==> src/rtl/brf_pkg.sv <==
package brf_pkg;
  typedef enum logic [1:0] {
    NPC_HOLD  = 2'd0,
    NPC_SEQ   = 2'd1,
    NPC_REDIR = 2'd2
  } npc_sel_e;

  typedef enum logic [1:0] {
    IFID_HOLD   = 2'd0,
    IFID_LOAD   = 2'd1,
    IFID_BUBBLE = 2'd2
  } ifid_op_e;
endpackage

==> src/rtl/brf_redirect_hold.sv <==
module brf_redirect_hold #(
  parameter int ADDR_W = 32
) (
  input  logic              clk,
  input  logic              rst,
  input  logic              stall,
  input  logic              req,
  input  logic [ADDR_W-1:0] tgt,
  output logic              eff_req,
  output logic [ADDR_W-1:0] eff_tgt
);
  logic              pend_q;
  logic [ADDR_W-1:0] ptgt_q;

  always_ff @(posedge clk) begin
    if (rst) begin
      pend_q <= 1'b0;
      ptgt_q <= '0;
    end else if (stall) begin
      if (req) begin
        pend_q <= 1'b1;
        ptgt_q <= tgt;
      end
    end else begin
      pend_q <= 1'b0;
    end
  end

  // fresh request from decode wins over a remembered one
  always_comb begin
    eff_req = req | pend_q;
    eff_tgt = req ? tgt : ptgt_q;
  end
endmodule

==> src/rtl/brf_next_pc_ctrl.sv <==
module brf_next_pc_ctrl
  import brf_pkg::*;
#(
  parameter bit DELAY_SLOT = 1'b0
) (
  input  logic     stall,
  input  logic     eff_req,
  output npc_sel_e npc_sel,
  output ifid_op_e ifid_op
);
  ifid_op_e redir_op;

  generate
    if (DELAY_SLOT) begin : g_slot
      assign redir_op = IFID_LOAD;
    end else begin : g_squash
      assign redir_op = IFID_BUBBLE;
    end
  endgenerate

  always_comb begin
    if (stall) begin
      npc_sel = NPC_HOLD;
      ifid_op = IFID_HOLD;
    end else if (eff_req) begin
      npc_sel = NPC_REDIR;
      ifid_op = redir_op;
    end else begin
      npc_sel = NPC_SEQ;
      ifid_op = IFID_LOAD;
    end
  end
endmodule

==> src/rtl/brf_pc_reg.sv <==
module brf_pc_reg
  import brf_pkg::*;
#(
  parameter int              ADDR_W    = 32,
  parameter logic [ADDR_W-1:0] RESET_VEC = '0,
  parameter int              STEP      = 4
) (
  input  logic              clk,
  input  logic              rst,
  input  npc_sel_e          sel,
  input  logic [ADDR_W-1:0] tgt,
  output logic [ADDR_W-1:0] pc
);
  logic [ADDR_W-1:0] pc_next;

  always_comb begin
    unique case (sel)
      NPC_SEQ:   pc_next = pc + ADDR_W'(STEP);
      NPC_REDIR: pc_next = tgt;
      default:   pc_next = pc;
    endcase
  end

  always_ff @(posedge clk) begin
    if (rst) pc <= RESET_VEC;
    else     pc <= pc_next;
  end
endmodule

==> src/rtl/brf_ifid_reg.sv <==
module brf_ifid_reg
  import brf_pkg::*;
#(
  parameter int                 ADDR_W      = 32,
  parameter int                 INSTR_W     = 32,
  parameter logic [ADDR_W-1:0]  RESET_VEC   = '0,
  parameter logic [INSTR_W-1:0] BUBBLE_WORD = '0
) (
  input  logic               clk,
  input  logic               rst,
  input  ifid_op_e           op,
  input  logic [INSTR_W-1:0] instr,
  input  logic [ADDR_W-1:0]  pc,
  output logic               valid_q,
  output logic [INSTR_W-1:0] instr_q,
  output logic [ADDR_W-1:0]  pc_q
);
  always_ff @(posedge clk) begin
    if (rst) begin
      valid_q <= 1'b0;
      instr_q <= BUBBLE_WORD;
      pc_q    <= RESET_VEC;
    end else begin
      unique case (op)
        IFID_LOAD: begin
          valid_q <= 1'b1;
          instr_q <= instr;
          pc_q    <= pc;
        end
        IFID_BUBBLE: begin
          valid_q <= 1'b0;
          instr_q <= BUBBLE_WORD;
          pc_q    <= pc;
        end
        default: ;
      endcase
    end
  end
endmodule

==> src/rtl/brf_fetch_ctrl.sv <==
module brf_fetch_ctrl
  import brf_pkg::*;
#(
  parameter int                 ADDR_W      = 32,
  parameter int                 INSTR_W     = 32,
  parameter logic [ADDR_W-1:0]  RESET_VEC   = ADDR_W'('h100),
  parameter logic [INSTR_W-1:0] BUBBLE_WORD = '0,
  parameter bit                 DELAY_SLOT  = 1'b0
) (
  input  logic               clk,
  input  logic               rst,
  input  logic               stall_i,
  input  logic               br_valid_i,
  input  logic               br_taken_i,
  input  logic [ADDR_W-1:0]  br_target_i,
  input  logic [INSTR_W-1:0] fetch_instr_i,
  output logic [ADDR_W-1:0]  fetch_pc_o,
  output logic               ifid_valid_o,
  output logic [INSTR_W-1:0] ifid_instr_o,
  output logic [ADDR_W-1:0]  ifid_pc_o
);
  localparam int STEP = INSTR_W / 8;

  logic              redir_req;
  logic              eff_req;
  logic [ADDR_W-1:0] eff_tgt;
  npc_sel_e          npc_sel;
  ifid_op_e          ifid_op;

  assign redir_req = br_valid_i & br_taken_i;

  brf_redirect_hold #(.ADDR_W(ADDR_W)) u_hold (
    .clk     (clk),
    .rst     (rst),
    .stall   (stall_i),
    .req     (redir_req),
    .tgt     (br_target_i),
    .eff_req (eff_req),
    .eff_tgt (eff_tgt)
  );

  brf_next_pc_ctrl #(.DELAY_SLOT(DELAY_SLOT)) u_ctrl (
    .stall   (stall_i),
    .eff_req (eff_req),
    .npc_sel (npc_sel),
    .ifid_op (ifid_op)
  );

  brf_pc_reg #(
    .ADDR_W    (ADDR_W),
    .RESET_VEC (RESET_VEC),
    .STEP      (STEP)
  ) u_pc (
    .clk (clk),
    .rst (rst),
    .sel (npc_sel),
    .tgt (eff_tgt),
    .pc  (fetch_pc_o)
  );

  brf_ifid_reg #(
    .ADDR_W      (ADDR_W),
    .INSTR_W     (INSTR_W),
    .RESET_VEC   (RESET_VEC),
    .BUBBLE_WORD (BUBBLE_WORD)
  ) u_ifid (
    .clk     (clk),
    .rst     (rst),
    .op      (ifid_op),
    .instr   (fetch_instr_i),
    .pc      (fetch_pc_o),
    .valid_q (ifid_valid_o),
    .instr_q (ifid_instr_o),
    .pc_q    (ifid_pc_o)
  );
endmodule

==> config.mk <==
export PLATFORM = sky130hd
export DESIGN_NAME = brf_fetch_ctrl
export DESIGN_NICKNAME = d
export VERILOG_FILES = /design/src/rtl/brf_pkg.sv /design/src/rtl/brf_redirect_hold.sv /design/src/rtl/brf_next_pc_ctrl.sv /design/src/rtl/brf_pc_reg.sv /design/src/rtl/brf_ifid_reg.sv /design/src/rtl/brf_fetch_ctrl.sv
export SDC_FILE = /design/constraint.sdc
export NUM_CORES = 1
export LEC_CHECK = 0
export BUFFER_PORTS_ARGS = -buffer_cell sky130_fd_sc_hd__buf_2
export CAP_MARGIN = 10
export CORE_MARGIN = 3
export CORE_UTILIZATION = 40
export DETAILED_ROUTE_END_ITERATION = 6
export GPL_ROUTABILITY_DRIVEN = 0
export PLACE_DENSITY = 0.68
export REMOVE_ABC_BUFFERS = 1
export SETUP_SLACK_MARGIN = 0.5
export SYNTH_ARGS = -nofsm -noshare
export SYNTH_HDL_FRONTEND = slang
export SYNTH_HIERARCHICAL = 1
export SYNTH_SLANG_ARGS = --single-unit
==> constraint.sdc <==
create_clock -name clk -period 3.52 [get_ports clk]
set_input_delay 0.704 -clock clk [delete_from_list [all_inputs] [get_ports clk]]
set_output_delay 0.704 -clock clk [all_outputs]
set_load 0.05 [all_outputs]
==> results of run 1 <==
[synth_stat cells, types with 9 or more instances]
| cell | count |
|---|---|
| dfxtp_1 | 130 |
| nor2_1 | 67 |
| a21oi_1 | 58 |
| nand2_1 | 48 |
| nand3_1 | 45 |
| mux2i_1 | 40 |
| mux2_2 | 33 |
| nand2b_1 | 32 |
| o22ai_2 | 30 |
| a21bo_2 | 29 |
| clkbuf_1 | 20 |
| buf_6 | 15 |
| o21ai_0 | 12 |
| a22oi_1 | 11 |
| buf_2 | 11 |
| buf_4 | 11 |
| nand4_1 | 10 |
| a31oi_1 | 9 |
[sequential cells by signal, summed over array words and instances, names as in the netlist]
| signal | cells |
|---|---|
| u_pc/pc | 32 |
| u_ifid/instr_q | 32 |
| u_ifid/pc_q | 32 |
| u_ifid/valid_q | 1 |
| u_hold/ptgt_q | 32 |
| u_hold/pend_q | 1 |
[per-layer routing]
metal  up-vias  track usage (%)
li1       2810                -
met1      2547            24.32
met2       161            28.21
met3        10            5.026
met4         2            4.695
met5         -                0
[power by group]
group / internal, mW / switching [mW] / leakage, nW / total (mW)
sequential: 1.53 / 0.0412 / 1.06 / 1.57
clock: 1.29 / 0.642 / 0.313 / 1.93
combinational: 0.214 / 0.425 / 2.14 / 0.639
[kinds of logic after synthesis]
logic type | count (synthesis)
simple gates | 258
fa+ha+maj | 4
flops | 130
compound gates | 175
buf+inv | 69
mux | 73
[per-stage QoR]
| step | setup slack (ns) | utilization [%] | TNS, ns | instances |
|---|---|---|---|---|
| after floorplan | -2.522 | - | -170.36 | 647 |
| after global placement | 0.5139 | 46.13 | 0 | 1040 |
| after detailed placement | 0.4995 | 46.13 | 0 | 1040 |
| after CTS | 0.9329 | 50.14 | 0 | 1071 |
| after global routing | 0.8412 | 50.14 | 0 | 1071 |
| final | 0.9491 | 50.14 | 0 | 1071 |
[worst max-delay path by stage]
stage | from | end | slack, ns
after CTS | br_valid_i | u_ifid/instr_q[24]$_SDFFE_PP0P_ | 0.93
after global placement | br_valid_i | u_ifid/instr_q[24]$_SDFFE_PP0P_ | 0.51
after global routing | br_valid_i | u_ifid/instr_q[24]$_SDFFE_PP0P_ | 0.84
after floorplan | br_taken_i | u_ifid/instr_q[24]$_SDFFE_PP0P_ | -2.52
after detailed placement | br_valid_i | u_ifid/instr_q[24]$_SDFFE_PP0P_ | 0.50
final | br_valid_i | u_ifid/instr_q[24]$_SDFFE_PP0P_ | 0.95
[placed cells by master, fill, tap and decap left out, types with 3 or more instances in the layout]
master and instances:
buf_2 164, dfxtp_1 130, nor2_1 67, a21oi_1 58, nand2_1 48, nand3_1 45, mux2i_1 40, mux2_2 33
nand2b_1 32, o22ai_2 30, a21bo_2 29, clkbuf_16 17, buf_4 12, o21ai_0 12, a22oi_1 11, nand4_1 10
a31oi_1 9, inv_1 7, and3_1 7, o22ai_1 6, bufinv_16 5, nor2b_1 5, and2_1 5, nor3_1 5
or2_2 4, clkinv_2 3, a21bo_1 3, nor4_1 3, and4_1 3, or3_1 3, nand3b_1 3, a21o_1 3
nor3b_1 3
[final cells by class]
cell class	instances	area, sq um	share of cell area (%)
clock buffer	21	460.4	5.739
clock inverter	10	181.4	2.261
inverter	7	26.28	0.3275
multi-input combinational	510	3560	44.37
sequential	130	2603	32.44
tap	216	270.3	3.369
timing repair buffer	177	922.1	11.49
[tightest hold or removal path: stages (launching register included)]
cell and delay, ns:
dfxtp_1 0.30, nand2_1 0.05, a21oi_1 0.05
==> results.py, run 1 <==
metrics = {
    "outcome": {
        "status": "finished clean",
    },
    "timing": {
        "whs_ns": 0.4598,
        "setup-violations-final": 0,
        "final_hold_viol_count": 0,
        "fmax_mhz": 389.0,
        "period_minus_slack_ns": 2.571,
        "worst_slew_pin_slew_ns": 0.9027,
        "slew_headroom_pct": 39.82,
        "rsz0062_at_grt": "false",
        "period_share_pct": 73.04,
        "skew_ns": 0.01074,
        "slew_violations": 0,
    },
    "drt": {
        "wl_met2_um": 7399,
        "wl_met3_um": 1102,
        "drc": 0,
        "drtIter0Drc": 365,
        "viasPerCell": 5.163,
        "wl_per_cell_um": 15.35,
        "vias": 5530,
        "wl_met1_um": 7808,
        "routed_wirelength_um": 16440,
        "drt_pre_antenna_iters": 4,
        "dr.max_layer_used": "met5",
        "postRouteAntennaNets": 0,
    },
    "layout": {
        "stdcell_area_sq_um": 8023,
        "fillers": 1539,
        "nNetsFinal": 916,
        "syn2layout_area_growth_pct": 21.88,
        "diodes": 0,
        "drive_gt1_share_pct": 36.84,
    },
    "floorplanning": {
        "core_sq_um": 16000,
        "fp-row-count": 46,
        "dieArea_sq_um": 18030,
        "fp.dieH_um": 134.3,
        "initial_core_util_pct": 41.14,
        "die_x_um": 134.3,
        "io_pins": 166,
    },
    "placed_design": {
        "dp_hpwl_um": 11110,
        "portBuffers": 165,
        "dpl_cell_area_sq_um": 7381,
    },
    "setup_path": {
        "arrival_ns": 2.82,
        "r2r_end": "u_pc/pc[26]$_SDFFE_PP0P_",
        "ff2ff_path_depth": 6,
        "critical_path.top_delay_family": "simple AND/OR/NAND/NOR gates",
        "critPathMaxStageDelay_ns": 0.77,
        "r2r_slack_ns": 1.15,
        "critPathLaunchType": "primary input",
        "rr_startpoint": "u_pc/pc[2]$_SDFFE_PP0P_",
        "critPathSlowestCell": "or2_2",
        "end_kind": "register",
        "critPathBufInv": 2,
        "path_class": "primary input to register",
        "worstSetupPathDepth": 8,
        "crit_required_ns": 3.77,
        "worstPathMaxFanout": 31,
        "cp_cell_sequence": "buf_2 > and2_4 > or2_4 > nor2_1 > inv_1 > ha_4 > or2_2 > o22ai_1",
    },
    "worst_hold_path": {
        "worstHoldEndpoint": "u_ifid/valid_q$_SDFFE_PP0P_",
        "hold_class": "register to register",
        "min_from": "u_ifid/valid_q$_SDFFE_PP0P_",
        "min_delay_path_depth": 2,
    },
    "global_routing": {
        "grt_overflow": 0,
        "antenna_found_initial": 1,
        "grt_use_total_pct": 17.93,
        "grt_start_max_net_pins": 79,
        "grt_pass1_wl_um": 26410,
        "grt_pass1_vias": 5151,
    },
    "pwr": {
        "power_mw": 4.143,
        "powerDensity_nw_per_um2": 516.4,
        "ir_drop_mv": 0.3668,
        "p_leak_nw": 3.505,
    },
    "clock_tree": {
        "clk_path_buf_depth": 2,
        "cts_sinks": 130,
        "htree_levels": 4,
        "cts_tree": "yes",
        "clock_latency_ns": 0.42,
        "cts_resized": 0,
        "cts_root_buffer": "clkbuf_16",
        "path_clk_slew_ns": 0.06,
        "cts_setup_buffers": 0,
        "cts_hold_buf": 0,
        "cts_buffers": 17,
    },
    "synthesis": {
        "avgSynthCellArea_sq_um": 9.284,
        "synth-compound-area-share_pct": 20.83,
        "ys_ff_latch": 130,
        "synth_top_area_share_pct": 39.54,
        "ys_types": 61,
        "synthArstFlopShare_pct": 0,
        "synth_area_leaders": "dfxtp_1 (40%), mux2i_1 (6.1%), o22ai_2 (5.7%), mux2_2 (5.6%), a21bo_2 (4.4%)",
        "synth_edf_count": 0,
        "synth_top_family_by_area": "compound AO/OA/AOI/OAI gates",
        "yosysTopAreaCell": "dfxtp_1",
        "synthMuxAreaShare_pct": 11.73,
        "synthXorXnorAreaFrac_pct": 0,
        "synthFlopType": "dfxtp_1",
        "ys_seq_area_share_pct": 39.54,
        "synth_area_sq_um": 6583,
        "synthSimpleGateAreaFrac_pct": 20.49,
        "synth_fa_ha_area_share_pct": 0.7603,
        "yosys_warnings": 6,
        "synthCells": 709,
    },
    "run": {
        "cap_violations": 0,
    },
}
Power figures use the tool's default switching activity.
==> inputs of run 2 (changes only) <==
Settings changed: ABC_AREA set to 1, PLACE_DENSITY 0.68 to 0.7.
Clock period 3.52 ns to 2.3 ns, I/O delays scaled along.
==> run 2 against run 1 <==
  * Clock skew fell by 0.0021 ns
  * Clock power rose by 59%
  * Final cell count rose by 28%
  * Area after synthesis fell by 0.93%
  * Die area fell by 0.88%
  * Synthesized cell count rose by 40%
  * Critical endpoint is now fetch_pc_o[27]
  * Total power rose by 68%
  * Utilization rose by 1.0 points
  * Global-route usage rose by 1.3 points
  * Via count rose by 17%
  * Count of clock-buffer cells in the layout did not move
  * Hold slack got worse by 0.18 ns
  * Highest routed layer unchanged
==> results.py, run 2 <==
metrics = {
    "worst_hold_path": {
        "worstHoldEndpoint": "u_ifid/instr_q[4]$_SDFFE_PP0P_",
        "min_from": "fetch_instr_i[4]",
        "hold_class": "primary input to register",
        "min_delay_path_depth": 3,
    },
    "timing": {
        "rsz0062_at_grt": "false",
        "setup-violations-final": 0,
        "slew_headroom_pct": 48.81,
        "fmax_mhz": 580.9,
        "skew_ns": 0.008611,
        "period_share_pct": 74.84,
        "slew_violations": 0,
        "timing.final.ws_setup_ns": 0.5787,
        "whs_ns": 0.2847,
        "worst_slew_pin_slew_ns": 0.7670,
        "setup_tns_ns": 0,
        "final_hold_viol_count": 0,
        "period_minus_slack_ns": 1.721,
    },
    "layout": {
        "fillers": 1583,
        "syn2layout_area_growth_pct": 25.13,
        "drive_gt1_share_pct": 22.76,
        "nNetsFinal": 1211,
        "final_cell_mix": "nand2_1 (294), nor2_1 (201), buf_2 (165)",
        "final_common_cell": "nand2_1",
        "final_cells": 1368,
    },
    "setup_path": {
        "crit_required_ns": 1.84,
        "rr_startpoint": "u_hold/pend_q$_SDFFE_PP0P_",
        "r2r_end": "u_pc/pc[9]$_SDFFE_PP0P_",
        "critPathMaxStageDelay_ns": 0.50,
        "ff2ff_path_depth": 10,
        "arrival_ns": 1.26,
        "critPathBufInv": 1,
        "worstPathMaxFanout": 8,
        "path_class": "register to output port",
        "critPathLaunchType": "register",
        "r2r_slack_ns": 0.60,
        "cp_cell_sequence": "buf_2",
        "critPathSlowestCell": "dfxtp_1",
        "critical_path.top_delay_family": "flip-flops",
        "end_kind": "output port",
    },
    "drt": {
        "viasPerCell": 4.734,
        "vias": 6476,
        "wl_met3_um": 1190,
        "wl_met1_um": 8024,
        "postRouteAntennaNets": 0,
        "drc": 0,
        "drt_pre_antenna_iters": 5,
        "wl_met2_um": 7995,
        "wl_per_cell_um": 12.76,
        "dr.max_layer_used": "met5",
        "routed_wirelength_um": 17450,
        "drtIter0Drc": 628,
    },
    "synthesis": {
        "synth_common_cells": "nand2_1 (294), nor2_1 (201), dfxtp_1 (130)",
        "synthArstFlopShare_pct": 0,
        "ys_seq_area_share_pct": 39.91,
        "synth_top_area_share_pct": 39.91,
        "yosysTopAreaCell": "dfxtp_1",
        "synth_area_leaders": "dfxtp_1 (40%), nand2_1 (17%), nor2_1 (12%), a21oi_1 (5.4%), nand3_1 (4.8%)",
        "synth_edf_count": 0,
        "ys_ff_latch": 130,
        "yosys_warnings": 6,
        "synthMostInstantiatedCell": "nand2_1",
        "synthFlopType": "dfxtp_1",
        "synth_area_sq_um": 6521,
        "avgSynthCellArea_sq_um": 6.561,
        "ys_types": 34,
        "synthCells": 994,
    },
    "global_routing": {
        "grt_overflow": 0,
        "grt_start_max_net_pins": 67,
        "grt_use_total_pct": 19.27,
        "antenna_found_initial": 2,
        "grt_pass1_wl_um": 28350,
        "grt_pass1_vias": 5792,
    },
    "floorplanning": {
        "fp-row-count": 46,
        "dieArea_sq_um": 17870,
        "fp.dieH_um": 133.7,
        "core_sq_um": 15940,
        "die_x_um": 133.7,
        "io_pins": 166,
        "initial_core_util_pct": 40.90,
    },
    "placed_design": {
        "place_inst": 1334,
        "dp_hpwl_um": 12180,
        "portBuffers": 165,
        "post-place-ws_ns": 0.1800,
    },
    "clock_tree": {
        "path_clk_slew_ns": 0.06,
        "cts_buffers": 17,
        "clock_latency_ns": 0.42,
        "cts_root_buffer": "clkbuf_16",
        "cts_tree": "yes",
        "htree_levels": 4,
        "clk_path_buf_depth": 2,
        "cts_sinks": 130,
        "cts_setup_buffers": 0,
    },
    "run": {
        "cap_violations": 0,
    },
    "pwr": {
        "power_mw": 6.980,
        "powerDensity_nw_per_um2": 855.3,
        "p_leak_nw": 4.080,
        "ir_drop_mv": 0.4817,
    },
    "outcome": {
        "status": "finished clean",
    },
}
[run 2: changes by cell type after synthesis, sizes merged, moves of 14 or more]
cell and delta:
nand2b -32, inv +62, nor2 +151, mux2i -40
a21oi +14, a21bo -32, o22ai -33, nand2 +266
o21ai +39, nand3 +17, mux2 -33
[run 2: area by class of cell]
cell class	count	area [sq um]	area share, %
well taps	216	270.3	3.312
flip-flops and latches	130	2603	31.89
clock buffers	21	480.5	5.888
repair buffers	182	1052	12.89
inverters	69	261.5	3.205
clock inverters	11	196.4	2.407
diodes	1	2.502	0.03067
multi-input cells	738	3294	40.37
[run 2: worst min-delay path, delay by kind of cell]
kind	cells	cell delay (ns)
buf+inv	1	0.09
compound gates	1	0.05
simple gates	1	0.05
[run 2: stage by stage]
stage	instance area [sq um]	util, %
global placement	7422	46.55
CTS	8099	50.80
floorplan	6141	-
finish	8160	51.19
global route	8158	51.17
detailed placement	7422	46.55
[run 2: worst max-delay path by stage]
stage                          startpoint                           end  cells past startpoint
4_1_cts          u_pc/pc[26]$_SDFFE_PP0P_                fetch_pc_o[26]                      1
6_report         u_pc/pc[27]$_SDFFE_PP0P_                fetch_pc_o[27]                      1
5_1_grt        u_hold/pend_q$_SDFFE_PP0P_       u_pc/pc[6]$_SDFFE_PP0P_                      9
2_1_floorplan                  br_valid_i   u_ifid/pc_q[0]$_SDFFE_PP0P_                     10
3_3_place_gp                   br_valid_i   u_ifid/pc_q[0]$_SDFFE_PP0P_                     11
3_5_place_dp                   br_valid_i  u_ifid/pc_q[13]$_SDFFE_PP0P_                     11
[run 2: cells by family (layout without fill, tap and decap cells)]
kind of cell             after synthesis  count (layout)  synth area share [%]
AND/OR/NAND/NOR                      600             600                 38.76
AO/OA/AOI/OAI                        134             134                 10.73
flip-flops                           130             130                 39.91
buffers and inverters                126             283                 9.843
adder cells (fa/ha/maj)                4               4                0.7675
other                                  0               1                     0
[run 2: what timing repair did]
action / in CTS / in global routing
resized for setup: 0 / 9
hold buffers: 0 / 0
endpoints found under the hold margin: 0 / 0
setup endpoints to repair: 0 / 42
[run 2: layer usage]
layer	vias up	GRT usage, %
met1	2844	26.00
li1	3399	-
met5	-	0
met3	22	5.476
met2	207	30.16
met4	4	5.657
[run 2: where the power goes]
group | total (mW) | internal (mW) | switching, mW | leakage [nW]
clock | 3.07 | 2.05 | 1.02 | 0.326
combinational | 1.37 | 0.394 | 0.979 | 2.69
sequential | 2.54 | 2.43 | 0.116 | 1.07
==> inputs of run 3 (changes only) <==
Clock period 2.3 ns to 1.5 ns, I/O delays scaled along.
==> run 3 against run 2 <==
  * Cell area is 33% higher
  * Hold slack got worse by 0.17 ns
  * The flow now finishes with violations (setup timing)
  * Largest power group unchanged
  * Sequential share of layout area fell by 6.1 points
  * First-iteration DRC count shrank 23%
  * Highest routed layer is now met4
  * Worst setup slack got worse by 0.84 ns
  * Sequential cell count stayed put
  * Clock skew down 0.0024 ns
  * Final cell count is 8.5% higher
  * Critical path type is now register to register
  * Combinational power increased by 140%
  * Count of clock-buffer cells in the layout fell by 2
  * Sequential power grew 56%
  * Largest cell class unchanged
==> results.py, run 3 (synthesis gave the netlist of run 2 again) <==
metrics = {
    "outcome": {
        "status": "complete, but fails checks",
        "violations": "setup timing",
    },
    "clock_tree": {
        "clk_path_buf_depth": 2,
        "htree_levels": 4,
        "cts_root_buffer": "clkbuf_16",
        "clock_latency_ns": 0.42,
        "cts_hold_buf": 0,
        "cts_buffers": 17,
        "path_clk_slew_ns": 0.06,
        "cts_sinks": 130,
        "cts_tree": "yes",
    },
    "timing": {
        "setup-violations-final": 92,
        "slew_headroom_pct": 58.96,
        "whs_ns": 0.1174,
        "worst_slew_pin_slew_ns": 0.6156,
        "period_minus_slack_ns": 1.758,
        "slew_violations": 0,
        "timing.final.ws_setup_ns": -0.2581,
        "fmax_mhz": 568.8,
        "period_share_pct": 117.2,
        "rsz0062_at_grt": "true",
        "skew_ns": 0.006220,
        "final_hold_viol_count": 0,
    },
    "placed_design": {
        "dp_hpwl_um": 12710,
        "portBuffers": 165,
    },
    "drt": {
        "drt_pre_antenna_iters": 7,
        "drtIter0Drc": 482,
        "wl_per_cell_um": 15.01,
        "postRouteAntennaNets": 0,
        "viasPerCell": 4.943,
        "vias": 7336,
        "routed_wirelength_um": 22280,
        "drc": 0,
    },
    "global_routing": {
        "grt_pass1_vias": 6640,
        "grt_use_total_pct": 22.32,
        "grt_start_max_net_pins": 65,
        "grt_pass1_wl_um": 32460,
        "grt_overflow": 0,
        "antenna_found_initial": 0,
    },
    "layout": {
        "finalCoreUtilization_pct": 68.03,
        "fillers": 1230,
        "final_common_cell": "nand2_1",
        "final_cell_mix": "nand2_1 (283), nor2_1 (173), buf_8 (94)",
        "nNetsFinal": 1326,
        "syn2layout_area_growth_pct": 66.31,
        "drive_gt1_share_pct": 43.60,
    },
    "floorplanning": {
        "initial_core_util_pct": 40.90,
        "die_x_um": 133.7,
        "fp-row-count": 46,
        "fp.dieH_um": 133.7,
        "core_sq_um": 15940,
        "io_pins": 166,
        "dieArea_sq_um": 17870,
    },
    "setup_path": {
        "path_class": "register to register",
        "worstPathMaxFanout": 16,
        "crit_required_ns": 1.80,
        "arrival_ns": 2.06,
        "end_kind": "register",
        "critPathLaunchType": "register",
    },
    "pwr": {
        "powerDensity_nw_per_um2": 1070,
        "p_leak_nw": 5.048,
        "ir_drop_mv": 0.8415,
    },
    "worst_hold_path": {
        "hold_class": "primary input to register",
    },
    "run": {
        "cap_violations": 0,
    },
}
run 3: cell count changes in the layout (fill, tap and decap cells not counted), sizes merged:
| cell | delta |
|---|---|
| buf | +111 |
| bufinv | -2 |
| clkbuf | +2 |
| clkinv | +1 |
| clkinvlp | +1 |
| diode | +1 |
| inv | +2 |
run 3: power by group:
group	internal [mW]	switching (mW)	leakage (nW)
clock	2.65	1.64	0.287
combinational	1.50	1.85	3.65
sequential	3.73	0.239	1.11
total	7.88	3.73	5.05
run 3: worst max-delay path: stages (launching register included):
cell	delay, ns
dfxtp_1	0.30
nor2_1	0.07
inv_1	0.07
nor2_2	0.12
buf_4	0.13
inv_4	0.04
ha_4	0.25
buf_12	0.16
buf_16	0.16
o21ai_0	0.24
nor2_1	0.09
run 3: per-stage QoR:
step | instance area [sq um] | setup TNS, ns | power, mW | instances | setup WS (ns)
finish | 10850 | -12.19 | 11.61 | 1484 | -0.2581
global route | 10840 | -21.70 | 12.07 | 1482 | -0.3122
CTS | 9878 | -12.41 | 11.08 | 1454 | -0.1771
detailed placement | 7823 | -41.04 | 6.167 | 1384 | -0.4647
global placement | 7823 | -37.58 | 6.137 | 1384 | -0.4137
floorplan | 6141 | -151.36 | 5.382 | 937 | -1.771
run 3: repair_timing:
item	4_1_cts	5_1_grt
endpoints found under the setup margin	223	225
gates cloned	6	6
buffers inserted	32	22
resized for setup	358	253
pin swaps	3	19
run 3: cell type report:
cell class	instances	area, sq um	share of cell area [%]
clock buffers	19	432.9	3.992
repair buffers	297	3259	30.05
flip-flops and latches	130	2796	25.78
multi-input cells	738	3626	33.43
inverters	69	279.0	2.573
diodes	2	5.005	0.04615
well taps	216	270.3	2.492
clock inverters	13	176.4	1.627
run 3: path summary, 6_finish.rpt:
kind,startpoint,end,slack (ns),cells past startpoint
worst min-delay path,fetch_instr_i[24],u_ifid/instr_q[24]$_SDFFE_PP0P_,0.12,3
worst max register to register,u_hold/pend_q$_SDFFE_PP0P_,u_ifid/pc_q[12]$_SDFFE_PP0P_,-0.26,10
worst max-delay path,u_hold/pend_q$_SDFFE_PP0P_,u_ifid/pc_q[12]$_SDFFE_PP0P_,-0.26,10
worst min register to register,u_ifid/instr_q[22]$_SDFFE_PP0P_,u_ifid/instr_q[22]$_SDFFE_PP0P_,0.48,2
run 3: layer usage:
metal | GRT usage [%] | vias to the layer above | wire length [um]
met4 | 8.629 | 0 | 563
met1 | 28.13 | 3380 | 9226
met2 | 36.65 | 267 | 11010
met3 | 5.891 | 56 | 1482
met5 | 0 | - | 0
li1 | - | 3633 | -
